$ cat config.mk
export PLATFORM = sky130hd
export DESIGN_NAME = noload_gate
export DESIGN_NICKNAME = d
export VERILOG_FILES = /design/src/rtl/nlg_pkg.sv /design/src/rtl/nlg_thresh.sv /design/src/rtl/nlg_cmp.sv /design/src/rtl/nlg_stage.sv /design/src/rtl/nlg_flag.sv /design/src/rtl/noload_gate.sv
export SDC_FILE = /design/constraint.sdc
export NUM_CORES = 1
export LEC_CHECK = 0
export BUFFER_PORTS_ARGS = -buffer_cell sky130_fd_sc_hd__clkbuf_2
export CAP_MARGIN = 20
export CORE_AREA = 5 5 62 120
export CTS_CLUSTER_SIZE = 10
export DETAILED_ROUTE_END_ITERATION = 8
export DIE_AREA = 0 0 67 125
export GPL_TIMING_DRIVEN = 0
export HOLD_SLACK_MARGIN = 0.02
export PLACE_DENSITY_LB_ADDON = 0.05
export SYNTH_ARGS = -nofsm -noshare
export SYNTH_HDL_FRONTEND = slang
export SYNTH_SLANG_ARGS = --single-unit
$ cat constraint.sdc
create_clock -name clk -period 6.1 [get_ports clk]
set_input_delay 1.22 -clock clk [delete_from_list [all_inputs] [get_ports clk]]
set_output_delay 1.22 -clock clk [all_outputs]
set_load 0.01 [all_outputs]
$ cat src/rtl/nlg_pkg.sv
package nlg_pkg;

  // Threshold selection codes; higher code halves the level
  typedef enum logic [1:0] {
    NL_OFF = 2'b00,
    NL_HI  = 2'b01,
    NL_MID = 2'b10,
    NL_LO  = 2'b11
  } nl_mode_e;

  // Nearest-integer scaled fraction of full scale
  function automatic longint unsigned nl_round(input longint unsigned fs,
                                               input longint unsigned num,
                                               input longint unsigned den);
    return (fs * num + den / 2) / den;
  endfunction

endpackage

$ cat src/rtl/nlg_thresh.sv
module nlg_thresh #(
  parameter int              FSW = 24,
  parameter longint unsigned FS  = 64'd16777215
) (
  input  logic [1:0]     mode,
  output logic [FSW-1:0] thr,
  output logic           active
);
  import nlg_pkg::*;

  localparam longint unsigned T_HI  = nl_round(FS, 64'd3, 64'd10000);
  localparam longint unsigned T_MID = nl_round(FS, 64'd3, 64'd20000);
  localparam longint unsigned T_LO  = nl_round(FS, 64'd3, 64'd40000);

  localparam logic [FSW-1:0] THR_HI  = T_HI[FSW-1:0];
  localparam logic [FSW-1:0] THR_MID = T_MID[FSW-1:0];
  localparam logic [FSW-1:0] THR_LO  = T_LO[FSW-1:0];

  always_comb begin
    active = 1'b1;
    case (mode)
      NL_HI:   thr = THR_HI;
      NL_MID:  thr = THR_MID;
      NL_LO:   thr = THR_LO;
      default: begin
        thr    = '0;
        active = 1'b0;
      end
    endcase
  end

endmodule

$ cat src/rtl/nlg_cmp.sv
module nlg_cmp #(
  parameter int IW        = 25,
  parameter int MW        = 24,
  parameter bit SIGNED_IN = 1'b1
) (
  input  logic          vld,
  input  logic [IW-1:0] data,
  input  logic [MW-1:0] thr,
  input  logic          active,
  output logic          below
);
  localparam int CW = (IW > MW) ? IW : MW;

  logic [IW-1:0] mag;

  generate
    if (SIGNED_IN) begin : g_abs
      always_comb mag = data[IW-1] ? (~data + 1'b1) : data;
    end else begin : g_raw
      always_comb mag = data;
    end
  endgenerate

  logic [CW-1:0] mag_x;
  logic [CW-1:0] thr_x;

  always_comb begin
    mag_x = CW'(mag);
    thr_x = CW'(thr);
    below = vld && active && (mag_x < thr_x);
  end

endmodule

$ cat src/rtl/nlg_stage.sv
module nlg_stage #(
  parameter int W = 25
) (
  input  logic         clk,
  input  logic         rst,
  input  logic         in_vld,
  input  logic [W-1:0] in_data,
  input  logic         drop,
  output logic         out_vld,
  output logic [W-1:0] out_data
);
  always_ff @(posedge clk) begin
    if (rst) begin
      out_vld  <= 1'b0;
      out_data <= '0;
    end else begin
      out_vld  <= in_vld;
      out_data <= (in_vld && !drop) ? in_data : '0;
    end
  end

endmodule

$ cat src/rtl/nlg_flag.sv
module nlg_flag (
  input  logic clk,
  input  logic rst,
  input  logic set,
  input  logic clr,
  input  logic irq_en,
  output logic flag,
  output logic irq
);
  logic flag_nxt;

  // set beats clear when both arrive together
  always_comb flag_nxt = set || (flag && !clr);

  always_ff @(posedge clk) begin
    if (rst) begin
      flag <= 1'b0;
      irq  <= 1'b0;
    end else begin
      flag <= flag_nxt;
      irq  <= flag_nxt && irq_en;
    end
  end

endmodule

$ cat src/rtl/noload_gate.sv
module noload_gate #(
  parameter int              FSW = 24,
  parameter int              PW  = FSW + 1,
  parameter longint unsigned FS  = (64'd1 << FSW) - 64'd1
) (
  input  logic           clk,
  input  logic           rst,
  input  logic           smp_vld,
  input  logic [PW-1:0]  smp_pwr,
  input  logic           rms_vld,
  input  logic [FSW-1:0] rms_val,
  input  logic [1:0]     nl_mode,
  input  logic           rms_sel,
  input  logic           irq_en,
  input  logic           flag_clr,
  output logic           out_vld,
  output logic [PW-1:0]  out_pwr,
  output logic           rms_out_vld,
  output logic [FSW-1:0] rms_out_val,
  output logic           nl_flag,
  output logic           irq
);
  logic [FSW-1:0] thr;
  logic           thr_on;
  logic           pwr_below;
  logic           rms_below;
  logic           rms_gate_on;

  nlg_thresh #(.FSW(FSW), .FS(FS)) u_thr (
    .mode   (nl_mode),
    .thr    (thr),
    .active (thr_on)
  );

  nlg_cmp #(.IW(PW), .MW(FSW), .SIGNED_IN(1'b1)) u_cmp_pwr (
    .vld    (smp_vld),
    .data   (smp_pwr),
    .thr    (thr),
    .active (thr_on),
    .below  (pwr_below)
  );

  always_comb rms_gate_on = thr_on && rms_sel;

  nlg_cmp #(.IW(FSW), .MW(FSW), .SIGNED_IN(1'b0)) u_cmp_rms (
    .vld    (rms_vld),
    .data   (rms_val),
    .thr    (thr),
    .active (rms_gate_on),
    .below  (rms_below)
  );

  nlg_stage #(.W(PW)) u_stg_pwr (
    .clk      (clk),
    .rst      (rst),
    .in_vld   (smp_vld),
    .in_data  (smp_pwr),
    .drop     (pwr_below),
    .out_vld  (out_vld),
    .out_data (out_pwr)
  );

  nlg_stage #(.W(FSW)) u_stg_rms (
    .clk      (clk),
    .rst      (rst),
    .in_vld   (rms_vld),
    .in_data  (rms_val),
    .drop     (rms_below),
    .out_vld  (rms_out_vld),
    .out_data (rms_out_val)
  );

  nlg_flag u_flag (
    .clk    (clk),
    .rst    (rst),
    .set    (pwr_below),
    .clr    (flag_clr),
    .irq_en (irq_en),
    .flag   (nl_flag),
    .irq    (irq)
  );

endmodule

## Yosys cells after proc, flatten, opt, wreduce, memory -nomap -nowiden

Cells that the tools add are included.

| storage, ports and cells | value |
|---|---|
| register bits | 53 |
| input bits | 58 |
| output and inout bits | 53 |
| word-level logic and storage cells | 34 |

| operators by class | value |
|---|---|
| add/subtract/negate cells | 1 |
| magnitude comparators | 2 |
| equal/unequal tests | 3 |
| muxes and demuxes | 3 |
| bitwise operators | 3 |
| reductions and logical operators | 16 |

Operator list:

| cell | count |
|---|---|
| 13-bit one-hot mux with 3 select lines | 1 |
| 25-bit by 1-bit adder with 25-bit output (second input constant) | 1 |
| 25-bit by 13-bit < comparator with 1-bit output | 1 |
| 25-bit two-way mux | 1 |
| 25-bit NOT | 1 |
| 24-bit by 13-bit < comparator with 1-bit output | 1 |
| 1-bit logical AND | 9 |
| 2-bit == test (second input constant) | 2 |
| 2-bit OR reduction | 2 |
| 1-bit zero test | 3 |
| 3-bit OR reduction | 1 |
| 2-bit by 1-bit == test with 1-bit output (second input constant) | 1 |
| 1-bit NOT | 2 |
| 1-bit logical OR | 1 |
| 1-bit two-way mux | 1 |

## Longest topological paths before layout

Gate-level depths: netlist of run 1.

| depth | value |
|---|---|
| depth after elaboration | 10 |
| gate-level depth with buffers | 15 |
| depth with buffers taken out | 14 |

## Hierarchy

Synthesis of run 1 repeated with hierarchy kept, for this count alone.

| unflattened totals | value |
|---|---|
| cell total of the unflattened synthesis | 380 |
| area, all modules | 3647.2 um^2 |

Modules (own cells, without submodules):

| module | times used | cells each | area an instance (um^2) | seq. area each (um^2) |
|---|---|---|---|---|
| nlg_cmp (u_cmp_pwr) | 1 | 151 | 1069.8 | 0.0 |
| nlg_stage (u_stg_pwr) | 1 | 58 | 864.6 | 520.5 |
| nlg_stage (u_stg_rms) | 1 | 56 | 834.6 | 500.5 |
| nlg_cmp (u_cmp_rms) | 1 | 79 | 581.8 | 0.0 |
| nlg_thresh | 1 | 28 | 216.5 | 0.0 |
| nlg_flag | 1 | 7 | 73.8 | 40.0 |
| noload_gate | 1 | 1 | 6.3 | 0.0 |

## Least setup slack after synthesis of run 1

OpenSTA, ideal clock, no wires.

| timing | value |
|---|---|
| path type | input port to flip-flop |
| start | input smp_pwr[4] |
| end | register u_stg_pwr.out_data[0] |
| setup time | 0.115 ns |
| data arrival time | 4.440 ns |
| required time | 5.985 ns |
| slack | 1.545 ns |
| stages on the path | 13 |
| path buffers | 1 |
| cell sequence | or4_4 or2_2 o41ai_1 xnor2_1 ha_1 nand4_1 nor2_1 a2111o_1 nor4_1 nand4_1 o41a_1 buf_6 and2_1 |

| on the way | value |
|---|---|
| cells in the longest elaborated chain, start to end | 9 |

Ends and longest elaborated chain:

| element | line | source |
|---|---|---|
| from (decl) | noload_gate.sv:9 | `input logic [PW-1:0] smp_pwr,` |
| 25-bit NOT | nlg_cmp.sv:18 | `always_comb mag = data[IW-1] ? (~data + 1'b1) : data;` |
| 25-bit by 1-bit adder with 25-bit output | nlg_cmp.sv:18 |  |
| 25-bit two-way mux (*) | nlg_cmp.sv:18 |  |
| 25-bit by 13-bit < comparator with 1-bit output (*) | nlg_cmp.sv:30 | `below = vld && active && (mag_x < thr_x);` |
| 1-bit logical AND (*) | nlg_cmp.sv:30 |  |
| 1-bit zero test (*) | nlg_stage.sv:18 | `out_data <= (in_vld && !drop) ? in_data : '0;` |
| 1-bit logical AND (*) | nlg_stage.sv:18 |  |
| 1-bit NOT (no source line) (*) | - |  |
| 2-bit OR reduction (no source line) (*) | - |  |
| to (signal assigned) | nlg_stage.sv:18 |  |
| to (decl) | nlg_stage.sv:10 | `output logic [W-1:0] out_data` |

Mark *: on every way between the ends. The rest lies on a longest branch, timed or not.
A chain may end at the register's enable or synchronous reset.

## Final worst setup path of run 1

| timing | value |
|---|---|
| start | input smp_pwr[4] |
| end | register u_stg_pwr.out_data[3] |

Same word-level chain as after synthesis.

==> impl_metrics.csv, run 1 <==
group,metric,value,unit
clock_network,post_cts_buffers,0,
global_route,grt_pass1_wl,11500,microns
worst_setup_path,crit_start,"smp_pwr[4]",
floorplanning,ios,111,
place,gp_congestion,0.813,
worst_setup_path,crit_fanout,10,
clock_network,cts.clk_slew.worst_paths,0.07,ns
logic_synthesis,post-synth-top-area-cell,"dfxtp_1",
worst_setup_path,critPathLaunchType,"input port",
layout,antennaDiodeCount,0,
layout,stdcell_area,3590,sq um
power_and_ir_drop,combinationalPowerShare,0.182,
clock_network,cts_tree,"built",
logic_synthesis,synth_cells,312,
power_and_ir_drop,power_density,221,nW/um^2
logic_synthesis,synth_top_area_share,0.379,
logic_synthesis,synth.distinct_cells,48,
power_and_ir_drop,p_switching,0.214,mW
logic_synthesis,avgSynthCellArea,8.96,sq um
route,ant_nets,0,
worst_setup_path,setup.worst_path.end,"u_stg_pwr.out_data[3]$_SDFF_PP0_",
global_route,track_usage,0.174,
worst_setup_path,worstRegToRegCells,3,
worst_setup_path,cp_cell_sequence,"clkbuf_2 > or4_4 > or2_2 > o41ai_1 > xnor2_1 > ha_1 > nand4_1 > nor2_1 > a2111o_1 > nor4_1 > nand4_1 > o41a_1 > buf_6 > and2_1",
sta,finClkSkew,0.0000695,ns
place,dp_slack,1.13,ns
power_and_ir_drop,ir_drop,0.138,mV
worst_setup_path,worstPathArrival,4.82,ns
power_and_ir_drop,clkPwrFrac,0.361,
clock_network,clockBufferDepth,2,
worst_setup_path,crit_required,6.29,ns
clock_network,ctsRootBufferMaster,"clkbuf_16",
worst_setup_path,cpMostUsedCell,"nand4_1",
sta,rsz0062_at_grt,"false",
worst_setup_path,path_class,"input port to flop",
logic_synthesis,synth_ff_type,"dfxtp_1",
sta,worst-slew-pin-transition,0.710,ns
global_route,grt_pass1_vias,2518,
layout,drive_above_1_share,0.282,
global_route,antenna_found_initial,0,
worst_hold_path,hold_path.class,"flop to flop",
worst_setup_path,crit_family,"simple AND/OR/NAND/NOR gates",
sta,timing.setup.tns,0,ns
sta,final_max_slew_viol_count,0,
sta,fin_ws,1.47,ns
logic_synthesis,synth_seq_cells,53,
layout,layout.cells.most_common,"clkbuf_2",
run,cap_violations,0,
floorplanning,initial_core_util,0.433,
clock_network,postCtsResizedCells,0,
power_and_ir_drop,p_leak,1.70,nW
power_and_ir_drop,internal_power,0.580,mW
clock_network,cts-htree-levels,2,
layout,layout_common_cells,"106 x clkbuf_2, 53 x dfxtp_1, 35 x and2_1, 30 x ha_1, 26 x nor2_1",
place,hpwl,5820,microns
place,portBuffers,106,
global_route,grt_max_degree,19,
worst_setup_path,rrSetupSlack,5.19,ns
logic_synthesis,yosys_warnings,0,
clock_network,ctsHoldBuffers,0,
route,dr_total_vias,2596,
floorplanning,coreArea,6460,sq um
route,drtIter0Drc,124,
layout,fillCellCount,647,
floorplanning,chipWidth,67,microns
floorplanning,fp.dieH,125,microns
worst_hold_path,hold-path-cell-count,2,
run_status,status,"complete, no violations",
worst_setup_path,cp-end-kind,"flop",
power_and_ir_drop,p_seq_frac,0.457,
route,firstDrtPassIters,4,
logic_synthesis,synth_area_leaders,"dfxtp_1 38%, ha_1 13%, and2_1 7.8%",
route,drc,0,
sta,post-route-period-util,0.759,
worst_setup_path,r2r_end,"u_flag.irq$_SDFF_PP0_",
logic_synthesis,synth-seq-area-share,0.379,
clock_network,cts_made_buffers,5,
layout,nets,513,
worst_setup_path,r2r_start,"u_flag.flag$_SDFF_PP0_",
route,routed_via_density,5.05,
worst_setup_path,worst-path-stages,14,
logic_synthesis,syn_area,2800,sq um
sta,fin_crit,4.63,ns
sta,maxSlewHeadroom,0.515,
power_and_ir_drop,switching_share,0.270,
logic_synthesis,syn-num-nets,400,
floorplanning,die_area,8380,sq um
worst_setup_path,cp_slowest_cell,"or4_4",
global_route,grt_overflow,0,
place,placed_cell_area,3440,sq um
sta,hold_viol_final,0,
clock_network,worstSkewPairLatency,0.29,ns
sta,setup_viol,0,
worst_setup_path,cp_num_buf_inv,2,
route,wl_per_cell,13.8,microns
logic_synthesis,synth_edf_count,0,
sta,max_freq,216,MHz
logic_synthesis,synthArstFlopShare,0,
layout,syn_to_final_growth,28.3,%
route,wl,7120,microns
floorplanning,fp-row-count,42,
worst_setup_path,max_stage_delay,0.58,ns
clock_network,cts.sinks,53,
cells by family (layout without fill, tap and decap cells):
group	count (synthesis)	after routing	share of synthesized area
DFF	53	53	0.379
xor gates and xnor gates	11	11	0.0345
adders and majority gates	30	30	0.134
muxes	1	1	0.00358
AOI/OAI and AO/OA	49	49	0.126
buffers and inverters	25	139	0.0389
and+or+nand+nor	143	143	0.284
how the worst min path moves through the flow:
stage / slack (ns) / endpoint / from
floorplan: 0.68 / u_flag.flag$_SDFF_PP0_ / u_flag.flag$_SDFF_PP0_
global placement: 0.69 / u_flag.flag$_SDFF_PP0_ / u_flag.flag$_SDFF_PP0_
detailed placement: 0.69 / u_flag.flag$_SDFF_PP0_ / u_flag.flag$_SDFF_PP0_
CTS: 0.71 / u_flag.flag$_SDFF_PP0_ / u_flag.flag$_SDFF_PP0_
global route: 0.73 / u_flag.flag$_SDFF_PP0_ / u_flag.flag$_SDFF_PP0_
finish: 0.71 / u_flag.flag$_SDFF_PP0_ / u_flag.flag$_SDFF_PP0_
stage by stage:
| step | util | hold WS (ns) | power (mW) | cells |
|---|---|---|---|---|
| global placement | 0.532 | 0.688 | 0.513 | 506 |
| finish | 0.555 | 0.710 | 0.794 | 514 |
| detailed placement | 0.532 | 0.693 | 0.516 | 506 |
| global route | 0.555 | 0.727 | 0.842 | 514 |
| floorplan | - | 0.679 | 0.456 | 312 |
| CTS | 0.555 | 0.707 | 0.807 | 514 |
flip-flops by register name (all words and copies together), names as in the netlist:
name	cells
u_stg_rms.out_vld	1
u_flag.irq	1
u_stg_rms.out_data	24
u_stg_pwr.out_vld	1
u_stg_pwr.out_data	25
u_flag.flag	1
cells in the mapped netlist (2+ instances only):
master    number
or4_1          5
buf_6          2
a41oi_1        2
xnor2_1       11
or4_4          2
nand3_1        4
and2_1        35
nor2b_1        6
or3_1          5
nand2_1       21
nor3_1         8
o211ai_1       2
dfxtp_1       53
nand4_1        3
o21ai_0       10
a21oi_1        6
a211oi_1       3
o21bai_1       2
o31ai_1        3
nand2b_1       8
nor4_1         7
nor4b_1        2
nor3b_1        2
o41ai_1        4
nor2_1        26
or2_2          2
and3_1         4
inv_1         13
clkbuf_1      10
ha_1          30
a21o_1         4
final cells by class:
class / count / area (sq um) / area share
Tap cell: 88 / 110 / 0.0307
Inverter: 13 / 48.8 / 0.0136
Timing Repair Buffer: 106 / 531 / 0.148
Sequential cell: 53 / 1060 / 0.296
Clock buffer: 5 / 125 / 0.0349
Multi-Input combinational cell: 234 / 1630 / 0.453
Buffer: 12 / 60.1 / 0.0167
Clock inverter: 3 / 26.3 / 0.00732
tightest hold or removal path, stage by stage, from the launching register on:
cell	delay, ns
dfxtp_1	0.31
nor3b_1	0.14
a41o_1	0.21
metal layers:
layer,vias up,GRT usage,wire length [microns]
met5,-,0,0
met4,0,0.0801,189
met3,13,0.0413,514
met2,89,0.288,3450
met1,1161,0.205,2960
li1,1333,-,-
power groups by stage:
stage | clock network, mW | registers (mW) | logic, mW
4_1_cts | 0.297 | 0.363 | 0.146
6_report | 0.287 | 0.363 | 0.145
3_5_place_dp | 0 | 0.371 | 0.145
2_1_floorplan | 0 | 0.378 | 0.0779
3_3_place_gp | 0 | 0.371 | 0.142
5_1_grt | 0.312 | 0.364 | 0.166
Note: power is estimated with default switching activity, not from simulation.
==> run 2, diff against run 1 <==
--- a/config.mk
+++ b/config.mk
@@ -5,12 +5,13 @@
 export SDC_FILE = /design/constraint.sdc
 export NUM_CORES = 1
 export LEC_CHECK = 0
+export ABC_AREA = 1
 export BUFFER_PORTS_ARGS = -buffer_cell sky130_fd_sc_hd__clkbuf_2
 export CAP_MARGIN = 20
-export CORE_AREA = 5 5 62 120
+export CORE_AREA = 5 5 63 122
 export CTS_CLUSTER_SIZE = 10
 export DETAILED_ROUTE_END_ITERATION = 8
-export DIE_AREA = 0 0 67 125
+export DIE_AREA = 0 0 68 127
 export GPL_TIMING_DRIVEN = 0
 export HOLD_SLACK_MARGIN = 0.02
 export PLACE_DENSITY_LB_ADDON = 0.05
==> constraint.sdc (replaced) <==
create_clock -name clk -period 4.3 [get_ports clk]
set_input_delay 0.86 -clock clk [delete_from_list [all_inputs] [get_ports clk]]
set_output_delay 0.86 -clock clk [all_outputs]
set_load 0.01 [all_outputs]
==> impl_metrics.csv, run 2 <==
group,metric,value,unit
logic_synthesis,syn-num-nets,495,
place,hpwl,6940,microns
route,ant_nets,0,
sta,timing.setup.tns,0,ns
logic_synthesis,synth_cells,407,
clock_network,cts_made_buffers,5,
sta,fin_ws,1.07,ns
layout,layout_common_cells,"110 x clkbuf_2, 81 x nor2_1, 77 x nand2_1, 65 x inv_1, 53 x dfxtp_1",
power_and_ir_drop,power_density,322,nW/um^2
sta,max_freq,310,MHz
logic_synthesis,yosys-top-cells-count,"81 x nor2_1, 77 x nand2_1, 65 x inv_1",
clock_network,cts.clk_slew.worst_paths,0.07,ns
worst_hold_path,hold_path.class,"flop to flop",
route,wl_per_cell,13.2,microns
clock_network,postCtsResizedCells,0,
worst_setup_path,path_class,"input port to flop",
worst_setup_path,cp_slowest_cell,"ha_1",
worst_setup_path,max_stage_delay,0.27,ns
worst_hold_path,hold-path-cell-count,2,
sta,hold_viol_final,0,
global_route,grt_max_degree,18,
layout,antennaDiodeCount,0,
place,dp_slack,0.741,ns
clock_network,cts.sinks,53,
power_and_ir_drop,p_leak,2.08,nW
worst_hold_path,min_from,"u_flag.flag$_SDFF_PP0_",
global_route,track_usage,0.195,
layout,nets,612,
clock_network,post_cts_buffers,0,
place,gp_congestion,0.877,
power_and_ir_drop,ir_drop,0.176,mV
worst_setup_path,cp_cell_sequence,"clkbuf_2 > inv_1 > ha_1 > nand3_1 > nor2_2 > nand2_1 > nand2_1 > xor2_1 > ha_1 > nand2_1 > nand3_1 > nor3_1 > nand2_1 > nor2_1 > nand2_1 > nor2_2 > nand3_2 > nand2_4 > buf_6 > nor2_1",
sta,finClkSkew,0.000132,ns
worst_setup_path,crit_fanout,10,
run,cap_violations,0,
floorplanning,fp.dieH,127,microns
layout,layout.cells.most_common,"clkbuf_2",
global_route,grt_pass1_vias,2904,
worst_setup_path,r2r_end,"u_flag.irq$_SDFF_PP0_",
logic_synthesis,synth_top_area_share,0.366,
sta,final_max_slew_viol_count,0,
logic_synthesis,syn_area,2900,sq um
worst_setup_path,worstRegToRegCells,4,
global_route,grt_pass1_wl,12700,microns
run_status,status,"complete, no violations",
route,drc,0,
worst_setup_path,crit_required,4.48,ns
layout,syn_to_final_growth,28.7,%
worst_setup_path,rrSetupSlack,3.66,ns
sta,rsz0062_at_grt,"false",
route,dr_total_vias,2879,
logic_synthesis,post-synth-top-area-cell,"dfxtp_1",
floorplanning,coreArea,6570,sq um
logic_synthesis,synth.distinct_cells,26,
route,drtIter0Drc,118,
clock_network,ctsRootBufferMaster,"clkbuf_16",
logic_synthesis,yosys_warnings,0,
layout,largest_reg_flops,25,
worst_setup_path,cpMostUsedCell,"nand2_1",
layout,reg_top3,"u_stg_pwr.out_data: 25 flops, u_stg_rms.out_data: 24 flops",
floorplanning,fp-row-count,42,
clock_network,ctsHoldBuffers,0,
logic_synthesis,synth_ff_type,"dfxtp_1",
worst_setup_path,r2r_start,"u_flag.flag$_SDFF_PP0_",
logic_synthesis,yosys.cell_count.top_type,"nor2_1",
floorplanning,ios,111,
layout,regMostFlops,"u_stg_pwr.out_data",
floorplanning,chipWidth,68,microns
worst_setup_path,crit_family,"simple AND/OR/NAND/NOR gates",
sta,setup_viol,0,
clock_network,cts-htree-levels,2,
worst_setup_path,critPathLaunchType,"input port",
global_route,grt_overflow,0,
floorplanning,initial_core_util,0.442,
logic_synthesis,avgSynthCellArea,7.13,sq um
worst_hold_path,worstHoldEndpoint,"u_flag.flag$_SDFF_PP0_",
clock_network,cts_tree,"built",
logic_synthesis,synth_edf_count,0,
worst_setup_path,cp_num_buf_inv,3,
floorplanning,die_area,8640,sq um
worst_setup_path,worstPathArrival,3.41,ns
logic_synthesis,synth-seq-area-share,0.366,
clock_network,worstSkewPairLatency,0.29,ns
layout,drive_above_1_share,0.263,
logic_synthesis,synth_seq_cells,53,
sta,worst-slew-pin-transition,0.474,ns
sta,maxSlewHeadroom,0.684,
sta,post-route-period-util,0.751,
worst_setup_path,cp-end-kind,"flop",
logic_synthesis,synth_area_leaders,"dfxtp_1 37%, ha_1 13%, nor2_1 10%",
logic_synthesis,synthArstFlopShare,0,
route,firstDrtPassIters,4,
sta,fin_crit,3.23,ns
route,routed_via_density,4.70,
place,portBuffers,110,
clock_network,clockBufferDepth,2,
global_route,antenna_found_initial,0,
route,wl,8100,microns
==> run 2: changes by cell type in the layout (fill, tap and decap cells not counted), sizes merged, moves of 6 or more <==
cell / before / now
nor2: 26 / 93
nand2: 21 / 81
inv: 14 / 65
and2: 35 / 0
nand3: 4 / 27
xnor2: 11 / 0
xor2: 0 / 11
nand2b: 8 / 0
nor3: 8 / 1
or4: 7 / 0
a21oi: 6 / 12
nor2b: 6 / 0
nor4: 7 / 1
==> run 2: cell type report <==
| cell class | count | area (sq um) |
|---|---|---|
| Fill cell | 685 | 2840 |
| Multi-Input combinational cell | 283 | 1550 |
| Sequential cell | 53 | 1060 |
| Timing Repair Buffer | 110 | 551 |
| Inverter | 65 | 244 |
| Clock buffer | 5 | 125 |
| Tap cell | 88 | 110 |
| Buffer | 6 | 47.5 |
| Clock inverter | 3 | 46.3 |
==> run 2: worst max-delay path by stage <==
stage / from / end / slack, ns / cells after the start
after floorplan: smp_pwr[1] / u_stg_pwr.out_data[19]$_SDFF_PP0_ / 1.32 / 19
after global placement: smp_pwr[0] / u_stg_pwr.out_data[12]$_SDFF_PP0_ / 0.75 / 20
after detailed placement: smp_pwr[1] / u_stg_pwr.out_data[9]$_SDFF_PP0_ / 0.74 / 20
after CTS: smp_pwr[1] / u_stg_pwr.out_data[9]$_SDFF_PP0_ / 1.04 / 20
after global routing: smp_pwr[0] / u_stg_pwr.out_data[10]$_SDFF_PP0_ / 0.82 / 20
final: smp_pwr[1] / u_stg_pwr.out_data[12]$_SDFF_PP0_ / 1.07 / 20
==> run 2: logic make-up (layout without fill, tap and decap cells) <==
| logic type | Yosys count | in the layout | synth area share |
|---|---|---|---|
| flip-flops | 53 | 53 | 0.366 |
| XOR/XNOR | 11 | 11 | 0.0332 |
| AO/OA/AOI/OAI | 29 | 29 | 0.0526 |
| adder cells (fa/ha/maj) | 30 | 30 | 0.129 |
| buffers and inverters | 71 | 189 | 0.101 |
| AND/OR/NAND/NOR | 213 | 213 | 0.318 |
==> run 2: through the flow <==
step | instances | total power, mW | util | hold slack (ns) | cell area [sq um]
floorplan | 407 | 0.663 | - | 0.503 | 2900
global placement | 605 | 0.752 | 0.542 | 0.476 | 3560
detailed placement | 605 | 0.756 | 0.542 | 0.480 | 3560
CTS | 613 | 1.22 | 0.568 | 0.490 | 3730
global route | 613 | 1.27 | 0.568 | 0.506 | 3730
finish | 613 | 1.20 | 0.568 | 0.490 | 3730
==> run 2: routing by layer <==
layer  vias to the layer above  global-route usage  part of all wire
li1                       1493                   -                 -
met2                        86               0.382              0.56
met1                      1278               0.173              0.34
met5                         -                   0                 0
met4                         0               0.104             0.045
met3                        22              0.0351             0.052
==> run 2: worst min-delay path: cells and delay by family (launching register included) <==
kind | cells | cell delay, ns
AO/OA/AOI/OAI | 1 | 0.06
flip-flops | 1 | 0.31
AND/OR/NAND/NOR | 1 | 0.07
==> run 2: where the power goes <==
part | internal, mW | switching, mW
logic | 0.0902 | 0.137
registers | 0.510 | 0.00452
clock network | 0.276 | 0.185
